===== src/rtl/scl_gen_pkg.sv =====
package scl_gen_pkg;
  localparam int CTL_W        = 16;
  localparam int CTL_FAST_BIT = 15;
  localparam int CTL_DUTY_BIT = 14;

  typedef enum logic [1:0] {
    PH_IDLE = 2'd0,
    PH_LOW  = 2'd1,
    PH_REL  = 2'd2,
    PH_HIGH = 2'd3
  } phase_e;
endpackage


===== src/rtl/scl_cfg_decode.sv =====
module scl_cfg_decode
  import scl_gen_pkg::*;
#(
  parameter int CCR_W         = 12,
  parameter int RISE_W        = 6,
  parameter int FREQ_W        = 6,
  parameter int MIN_CCR_STD   = 4,
  parameter int MIN_CCR_FAST  = 1,
  parameter int FREQ_MIN_STD  = 2,
  parameter int FREQ_MIN_FAST = 6,
  parameter int FREQ_MAX      = 46,
  localparam int CNT_W        = CCR_W + 5
) (
  input  logic              clk_i,
  input  logic              rst_ni,
  input  logic [CTL_W-1:0]  ctl_i,
  input  logic [RISE_W-1:0] rise_i,
  input  logic [FREQ_W-1:0] freq_i,
  output logic [CNT_W-1:0]  hi_len_o,
  output logic [CNT_W-1:0]  lo_len_o,
  output logic [RISE_W-1:0] rise_len_o,
  output logic              cfg_ok_o
);
  logic             fast, duty;
  logic [CCR_W-1:0] ccr_raw, ccr_eff;
  logic [CNT_W-1:0] c;
  logic             unused_ctl;

  assign fast       = ctl_i[CTL_FAST_BIT];
  assign duty       = ctl_i[CTL_DUTY_BIT];
  assign ccr_raw    = ctl_i[CCR_W-1:0];
  assign unused_ctl = ^ctl_i[CTL_DUTY_BIT-1:CCR_W];

  always_comb begin
    if (fast) ccr_eff = (ccr_raw < CCR_W'(MIN_CCR_FAST)) ? CCR_W'(MIN_CCR_FAST) : ccr_raw;
    else      ccr_eff = (ccr_raw < CCR_W'(MIN_CCR_STD))  ? CCR_W'(MIN_CCR_STD)  : ccr_raw;
  end

  assign c = CNT_W'(ccr_eff);

  // duty select matters only in fast mode
  always_comb begin
    if (!fast) begin
      hi_len_o = c;
      lo_len_o = c;
    end else if (!duty) begin
      hi_len_o = c;
      lo_len_o = c << 1;
    end else begin
      hi_len_o = (c << 3) + c;
      lo_len_o = c << 4;
    end
  end

  assign rise_len_o = (rise_i == '0) ? RISE_W'(1) : rise_i;

  always_comb begin
    if (fast) cfg_ok_o = (freq_i >= FREQ_W'(FREQ_MIN_FAST)) && (freq_i <= FREQ_W'(FREQ_MAX));
    else      cfg_ok_o = (freq_i >= FREQ_W'(FREQ_MIN_STD))  && (freq_i <= FREQ_W'(FREQ_MAX));
  end

  AST_LOW_LEN_MIN: assert property (@(posedge clk_i) disable iff (!rst_ni)
    lo_len_o >= CNT_W'(2)) else $error("low length below 2");
  AST_HIGH_LEN_MIN: assert property (@(posedge clk_i) disable iff (!rst_ni)
    hi_len_o >= CNT_W'(1)) else $error("high length zero");
endmodule


===== src/rtl/scl_line_sync.sv =====
module scl_line_sync #(
  parameter int STAGES = 2
) (
  input  logic clk_i,
  input  logic rst_ni,
  input  logic d_i,
  output logic q_o
);
  logic [STAGES-1:0] sh;

  for (genvar g = 0; g < STAGES; g++) begin : g_stage
    if (g == 0) begin : g_first
      always_ff @(posedge clk_i or negedge rst_ni)
        if (!rst_ni) sh[0] <= 1'b1;
        else         sh[0] <= d_i;
    end else begin : g_next
      always_ff @(posedge clk_i or negedge rst_ni)
        if (!rst_ni) sh[g] <= 1'b1;
        else         sh[g] <= sh[g-1];
    end
  end

  assign q_o = sh[STAGES-1];
endmodule


===== src/rtl/scl_phase_fsm.sv =====
module scl_phase_fsm
  import scl_gen_pkg::*;
#(
  parameter int CNT_W  = 17,
  parameter int RISE_W = 6
) (
  input  logic              clk_i,
  input  logic              rst_ni,
  input  logic              run_i,
  input  logic              scl_s_i,
  input  logic [CNT_W-1:0]  hi_len_i,
  input  logic [CNT_W-1:0]  lo_len_i,
  input  logic [RISE_W-1:0] rise_len_i,
  output logic              scl_oe_o,
  output logic              fall_tick_o,
  output logic              rise_tick_o
);
  phase_e            st_q;
  logic [CNT_W-1:0]  cnt_q;
  logic [RISE_W-1:0] rcnt_q;
  logic              fall_q, rise_q;

  always_ff @(posedge clk_i or negedge rst_ni) begin
    if (!rst_ni) begin
      st_q   <= PH_IDLE;
      cnt_q  <= '0;
      rcnt_q <= '0;
      fall_q <= 1'b0;
      rise_q <= 1'b0;
    end else begin
      fall_q <= 1'b0;
      rise_q <= 1'b0;
      if (!run_i) begin
        st_q <= PH_IDLE;
      end else begin
        unique case (st_q)
          PH_IDLE: begin
            st_q   <= PH_LOW;
            cnt_q  <= lo_len_i - CNT_W'(1);
            fall_q <= 1'b1;
          end
          PH_LOW: begin
            if (cnt_q == '0) begin
              st_q   <= PH_REL;
              rcnt_q <= rise_len_i - RISE_W'(1);
            end else begin
              cnt_q <= cnt_q - CNT_W'(1);
            end
          end
          PH_REL: begin
            // leave on a sensed-high line or when the rise window runs out
            if (scl_s_i || rcnt_q == '0) begin
              st_q   <= PH_HIGH;
              cnt_q  <= hi_len_i - CNT_W'(1);
              rise_q <= 1'b1;
            end else begin
              rcnt_q <= rcnt_q - RISE_W'(1);
            end
          end
          PH_HIGH: begin
            // a low line here is a stretching slave: hold the count
            if (scl_s_i) begin
              if (cnt_q == '0) begin
                st_q   <= PH_LOW;
                cnt_q  <= lo_len_i - CNT_W'(1);
                fall_q <= 1'b1;
              end else begin
                cnt_q <= cnt_q - CNT_W'(1);
              end
            end
          end
          default: st_q <= PH_IDLE;
        endcase
      end
    end
  end

  assign scl_oe_o    = (st_q == PH_LOW);
  assign fall_tick_o = fall_q;
  assign rise_tick_o = rise_q;

  AST_IDLE_RELEASED: assert property (@(posedge clk_i) disable iff (!rst_ni)
    !run_i |=> (!scl_oe_o && !fall_tick_o && !rise_tick_o)) else $error("not released");
  AST_LOW_HELD: assert property (@(posedge clk_i) disable iff (!rst_ni)
    (st_q == PH_LOW && cnt_q != '0 && run_i) |=> scl_oe_o) else $error("low cut short");
  AST_RISE_BOUND: assert property (@(posedge clk_i) disable iff (!rst_ni)
    (st_q == PH_REL && rcnt_q == '0 && run_i) |=> (st_q == PH_HIGH)) else $error("rise window overrun");
  AST_STRETCH_HOLD: assert property (@(posedge clk_i) disable iff (!rst_ni)
    (st_q == PH_HIGH && !scl_s_i && run_i) |=> (cnt_q == $past(cnt_q))) else $error("count moved");
  AST_ROSE_HAS_TICK: assert property (@(posedge clk_i) disable iff (!rst_ni)
    $rose(scl_oe_o) |-> fall_tick_o) else $error("missing fall tick");
  AST_FALL_TICK_DRIVEN: assert property (@(posedge clk_i) disable iff (!rst_ni)
    fall_tick_o |-> scl_oe_o) else $error("fall tick while released");
  AST_RISE_TICK_RELEASED: assert property (@(posedge clk_i) disable iff (!rst_ni)
    rise_tick_o |-> !scl_oe_o) else $error("rise tick while driven");
endmodule


===== src/rtl/scl_clkgen.sv =====
module scl_clkgen
  import scl_gen_pkg::*;
#(
  parameter int CCR_W         = 12,
  parameter int RISE_W        = 6,
  parameter int FREQ_W        = 6,
  parameter int SYNC_STAGES   = 2,
  parameter int MIN_CCR_STD   = 4,
  parameter int MIN_CCR_FAST  = 1,
  parameter int FREQ_MIN_STD  = 2,
  parameter int FREQ_MIN_FAST = 6,
  parameter int FREQ_MAX      = 46
) (
  input  logic              clk_i,
  input  logic              rst_ni,
  input  logic              enable_i,
  input  logic              xfer_active_i,
  input  logic [CTL_W-1:0]  clk_ctl_i,
  input  logic [RISE_W-1:0] rise_cnt_i,
  input  logic [FREQ_W-1:0] freq_mhz_i,
  input  logic              scl_i,
  output logic              scl_oe_o,
  output logic              scl_fall_tick_o,
  output logic              scl_rise_tick_o
);
  localparam int CNT_W = CCR_W + 5;

  logic [CNT_W-1:0]  hi_len, lo_len;
  logic [RISE_W-1:0] rise_len;
  logic              cfg_ok, run, scl_s;

  scl_cfg_decode #(
    .CCR_W(CCR_W), .RISE_W(RISE_W), .FREQ_W(FREQ_W),
    .MIN_CCR_STD(MIN_CCR_STD), .MIN_CCR_FAST(MIN_CCR_FAST),
    .FREQ_MIN_STD(FREQ_MIN_STD), .FREQ_MIN_FAST(FREQ_MIN_FAST), .FREQ_MAX(FREQ_MAX)
  ) u_cfg (
    .clk_i(clk_i), .rst_ni(rst_ni),
    .ctl_i(clk_ctl_i), .rise_i(rise_cnt_i), .freq_i(freq_mhz_i),
    .hi_len_o(hi_len), .lo_len_o(lo_len), .rise_len_o(rise_len), .cfg_ok_o(cfg_ok)
  );

  scl_line_sync #(.STAGES(SYNC_STAGES)) u_sync (
    .clk_i(clk_i), .rst_ni(rst_ni), .d_i(scl_i), .q_o(scl_s)
  );

  assign run = enable_i && xfer_active_i && cfg_ok;

  scl_phase_fsm #(.CNT_W(CNT_W), .RISE_W(RISE_W)) u_fsm (
    .clk_i(clk_i), .rst_ni(rst_ni), .run_i(run), .scl_s_i(scl_s),
    .hi_len_i(hi_len), .lo_len_i(lo_len), .rise_len_i(rise_len),
    .scl_oe_o(scl_oe_o), .fall_tick_o(scl_fall_tick_o), .rise_tick_o(scl_rise_tick_o)
  );

  AST_BAD_FREQ_QUIET: assert property (@(posedge clk_i) disable iff (!rst_ni)
    !cfg_ok |=> !scl_oe_o) else $error("driven with bad frequency");
endmodule


===== config.mk =====
export PLATFORM = sky130hd
export DESIGN_NAME = scl_clkgen
export DESIGN_NICKNAME = d
export VERILOG_FILES = /design/src/rtl/scl_gen_pkg.sv /design/src/rtl/scl_cfg_decode.sv /design/src/rtl/scl_line_sync.sv /design/src/rtl/scl_phase_fsm.sv /design/src/rtl/scl_clkgen.sv
export SDC_FILE = /design/constraint.sdc
export NUM_CORES = 1
export LEC_CHECK = 0
export ABC_AREA = 1
export BUFFER_PORTS_ARGS = -buffer_cell sky130_fd_sc_hd__buf_4
export CAP_MARGIN = 20
export CORE_ASPECT_RATIO = 0.5
export CORE_MARGIN = 4
export CORE_UTILIZATION = 33
export DETAILED_ROUTE_END_ITERATION = 12
export SYNTH_ARGS = -nofsm -noshare
export SYNTH_HDL_FRONTEND = slang
export SYNTH_HIERARCHICAL = 1
export SYNTH_SLANG_ARGS = --single-unit

===== constraint.sdc =====
create_clock -name clk_i -period 2.4 [get_ports clk_i]
set_clock_uncertainty 0.15 [all_clocks]
set_input_delay 0.24 -clock clk_i [delete_from_list [all_inputs] [get_ports clk_i]]
set_output_delay 0.24 -clock clk_i [all_outputs]
set_load 0.02 [all_outputs]

==> reports/summary.log <==
[outcome] status finished with violations
[outcome] violations in the final reports setup timing
[clocking] clock root cell clkbuf_16
[flow_run] Max-Cap Viols 0
[synth] cell area after technology mapping 0.00405 mm²
[power_and_ir_drop] internal power contribution 1.48 mW
[worst_setup_path] highest cell delay on the worst timing path 0.35 ns
[drt] residual antenna-violating net count after detailed routing 0
[worst_setup_path] startpoint-to-endpoint class of the critical path in -> reg
[power_and_ir_drop] Sequential Power Share 0.293
[clocking] clock edge transition at the registers on the reported setup and hold paths 0.05 ns
[worst_setup_path] CP max FO 8
[sta] maximum clock frequency 347 MHz
[worst_setup_path] CP bufs+invs 5
[sta] fin crit share 1.20
[power_and_ir_drop] Lkg Pwr 2.80 nW
[synth] number of library cell types mapped by synthesis 47
[drt] final WL 12,200 µm
[worst_hold_path] classification of the worst-slack hold path reg -> reg
[synth] most instantiated flip-flop cell in the synthesis netlist dfrtp_1
[finish] share of layout cells above drive strength 1 0.303
[sta] clock period minus worst slack 2.88 ns
[finish] Post-layout nets 872
[global_route] maximum number of pins on one net before global-route repair 30
[clocking] total number of clock tree sinks 29
[finish] area delta synth->final 38.9%
[drt] post-DR wirelength/cell 12.3 µm
[sta] final setup violation count 13
[floorplan] Vert. Die Dim 86.3 µm
[global_route] vias in the first global route 4,340
[drt] 1st-iter DRT viols 327
[synth] post-synthesis async set-or-reset flop share 1.00
[place] DP Wirelength 9740 µm
[clocking] Worst-Skew Late Latency 0.27 ns
[global_route] wire length of the first global-routing pass 20,500 µm
[power_and_ir_drop] Pwr Density 429 mW/mm²
[power_and_ir_drop] peak ir drop on the vdd network 0.000305 V
[worst_setup_path] critical path startpoint category primary input
[clocking] number of buffers added by the clock tree synthesis step 5
[place] number of buffers added on ports 33
[sta] number of hold-slack violations in the final timing report 0
[sta] Tightest Pin Transition 0.559 ns
[global_route] number of antenna violations at the first check in global routing 0
[clocking] CTS H-tree lvls 2
[finish] count of inserted antenna diode cells 0
[synth] Syn Inst Count 714
[drt] routed via count 4,673
[synth] proportion of synthesized chip area in sequential cells 0.180
[drt] via-per-instance ratio 4.72
[floorplan] std cell rows 28
[sta] setup total negative slack -4.88 ns
[power_and_ir_drop] switching share of total power 0.385
[synth] count of flip-flops with a built-in enable after synthesis 0
[floorplan] number of top-level pins 36
[synth] dominant cells by area after synthesis nand2_1 20%, dfrtp_1 17%, nor2_1 10%
[drt] number of detailed-routing iterations run before antenna repair 5
[synth] number of synthesized register bits 29
[synth] list of most frequent post-synthesis cells 216 x nand2_1, 109 x nor2_1, 91 x inv_1
[floorplan] Initial Util 0.340
[worst_setup_path] Crit path required time 2.45 ns
[finish] summed area of non-filler cells in the final layout 0.00563 mm²
[worst_setup_path] slowest stage cell, crit path fa_2
[global_route] gr ovfl total 0
[floorplan] die area 0.0142 mm²
[floorplan] Die Wd 165 µm
[worst_hold_path] source of the worst hold timing path u_sync/sh[0]$_DFF_PN1_
[sta] final setup slack of the worst path -0.478 ns
[clocking] TritonCTS clock tree yes
[place] placer congestion estimate 0.898
[power_and_ir_drop] clock network fraction of design power 0.259
[power_and_ir_drop] switching component of the power 930 µW
[synth] cell type contributing the most total cell area after synthesis nand2_1
[worst_setup_path] launching instance or port of the critical path clk_ctl_i[4]
[worst_setup_path] most used cell, CP nand2_1
[power_and_ir_drop] fraction of power consumed by combinational cells 0.448
[clocking] worst-case clock buffer depth 2
[sta] remaining max-slew budget at the tightest pin 0.626
[synth] dominant cell by count in the synthesized netlist nand2_1
[worst_setup_path] cell type group with the largest total delay on the critical path simple AND/OR/NAND/NOR gates
[synth] Avg Synthesized Cell Area 5.67 µm²
[sta] count of pins over their slew limit 0
[worst_setup_path] R2R Path Start u_fsm/cnt_q[0]$_DFFE_PN0P_
[worst_setup_path] critical path capture point type flop
[place] cell area reported after detailed placement 0.00501 mm²
[synth] area fraction of the dominant cell type after synthesis 0.200
[worst_setup_path] data arrival time at the worst-slack endpoint 2.93 ns
[floorplan] area of the core 0.0119 mm²
[global_route] Global Route Usage Sum 0.174
[synth] synth warn 6
[sta] setup repair after global routing missed its margin yes
[drt] DRC violation count after routing 0
==> metrics by stage <==
step	util	setup slack, ns	hold WS [ns]	total power, mW	std cells
final	0.472	-0.478	0.204	2.41	990
after global routing	0.472	-0.733	0.212	2.60	990
after CTS	0.456	-0.437	0.206	2.37	988
after detailed placement	0.420	-0.848	0.0461	1.67	964
after global placement	0.420	-0.832	0.0469	1.66	964
after floorplan	-	-0.511	-0.206	1.33	715
==> logic make-up after synthesis <==
kind of cell / after synthesis / synth area share
simple gates: 429 / 0.451
buf+inv: 126 / 0.133
compound gates: 90 / 0.136
flops: 29 / 0.180
xor+xnor: 23 / 0.0497
fa+ha+maj: 15 / 0.0482
other cells: 1 / 0.000926
mux: 1 / 0.00247
==> placed cells by master (no fill, tap or decap), types with 3 or more instances in the layout <==
cell         n
clkbuf_16    5
o21ai_4      3
dfrtp_1     27
o21ai_2      4
nand2_1    208
buf_4      122
nand4_1      6
buf_6        9
o21ai_1      5
nand3_2      7
a21oi_1     19
nor3_1       4
o21ai_0     18
xor2_1      12
nand2_2     14
a21oi_2     25
inv_1       79
ha_1        12
or2_2        3
inv_2       13
o21bai_1     3
nand3_4      4
nand3_1     57
xnor2_1      9
o221ai_1     7
nand3b_1     4
nor2_1      90
nor2_4      10
nor2_2      15
==> sequential cells by signal, indices dropped and copies added (netlist names) <==
signal and flops:
u_fsm/st_q 2, u_fsm/cnt_q 17, u_sync/sh 1, u_fsm/fall_tick_o 1, u_sync/q_o 1, u_fsm/rcnt_q 6
u_fsm/rise_tick_o 1
==> final timing paths <==
| check | end | slack [ns] | cells past startpoint |
|---|---|---|---|
| max | u_fsm/cnt_q[16]$_DFFE_PN0P_ | -0.48 | 25 |
| max reg2reg | u_fsm/cnt_q[16]$_DFFE_PN0P_ | 0.23 | 11 |
| min | u_sync/q_o$_DFF_PN1_ | 0.20 | 0 |
| min in group asynchronous | u_fsm/fall_tick_o$_DFF_PN0_ | 0.29 | 2 |
| max in group asynchronous | u_sync/sh[0]$_DFF_PN1_ | 1.50 | 2 |
| min reg2reg | u_sync/q_o$_DFF_PN1_ | 0.20 | 0 |
==> metal layers <==
layer | global-route usage | up-vias | wire, µm
met5 | 0 | - | 0
met2 | 0.283 | 107 | 5560
met1 | 0.254 | 2098 | 6050
met3 | 0.0204 | 3 | 539
met4 | 0.0249 | 0 | 37
li1 | - | 2465 | -
==> timing repair <==
item | in CTS | in global routing
hold buffers | 2 | 0
pin swaps | 28 | 21
endpoints found under the hold margin | 28 | 0
endpoints found under the setup margin | 13 | 16
buffers inserted | 14 | 4
resized for setup | 49 | 45
==> power by group through the flow <==
stage / Sequential (mW) / Clock, mW / Combinational, mW
2_1_floorplan: 0.686 / 0 / 0.649
3_3_place_gp: 0.707 / 0 / 0.950
3_5_place_dp: 0.712 / 0 / 0.960
4_1_cts: 0.705 / 0.636 / 1.02
5_1_grt: 0.724 / 0.664 / 1.22
6_report: 0.706 / 0.625 / 1.08
==> area by class of cell <==
class                           instances  area, µm²
Timing Repair Buffer                  134       1050
Inverter                               94        355
Multi-Input combinational cell        560       3140
Tap cell                              165        206
Sequential cell                        29        728
Fill cell                            1259       6290
Clock buffer                            8        146
Power figures use the tool's default switching activity.
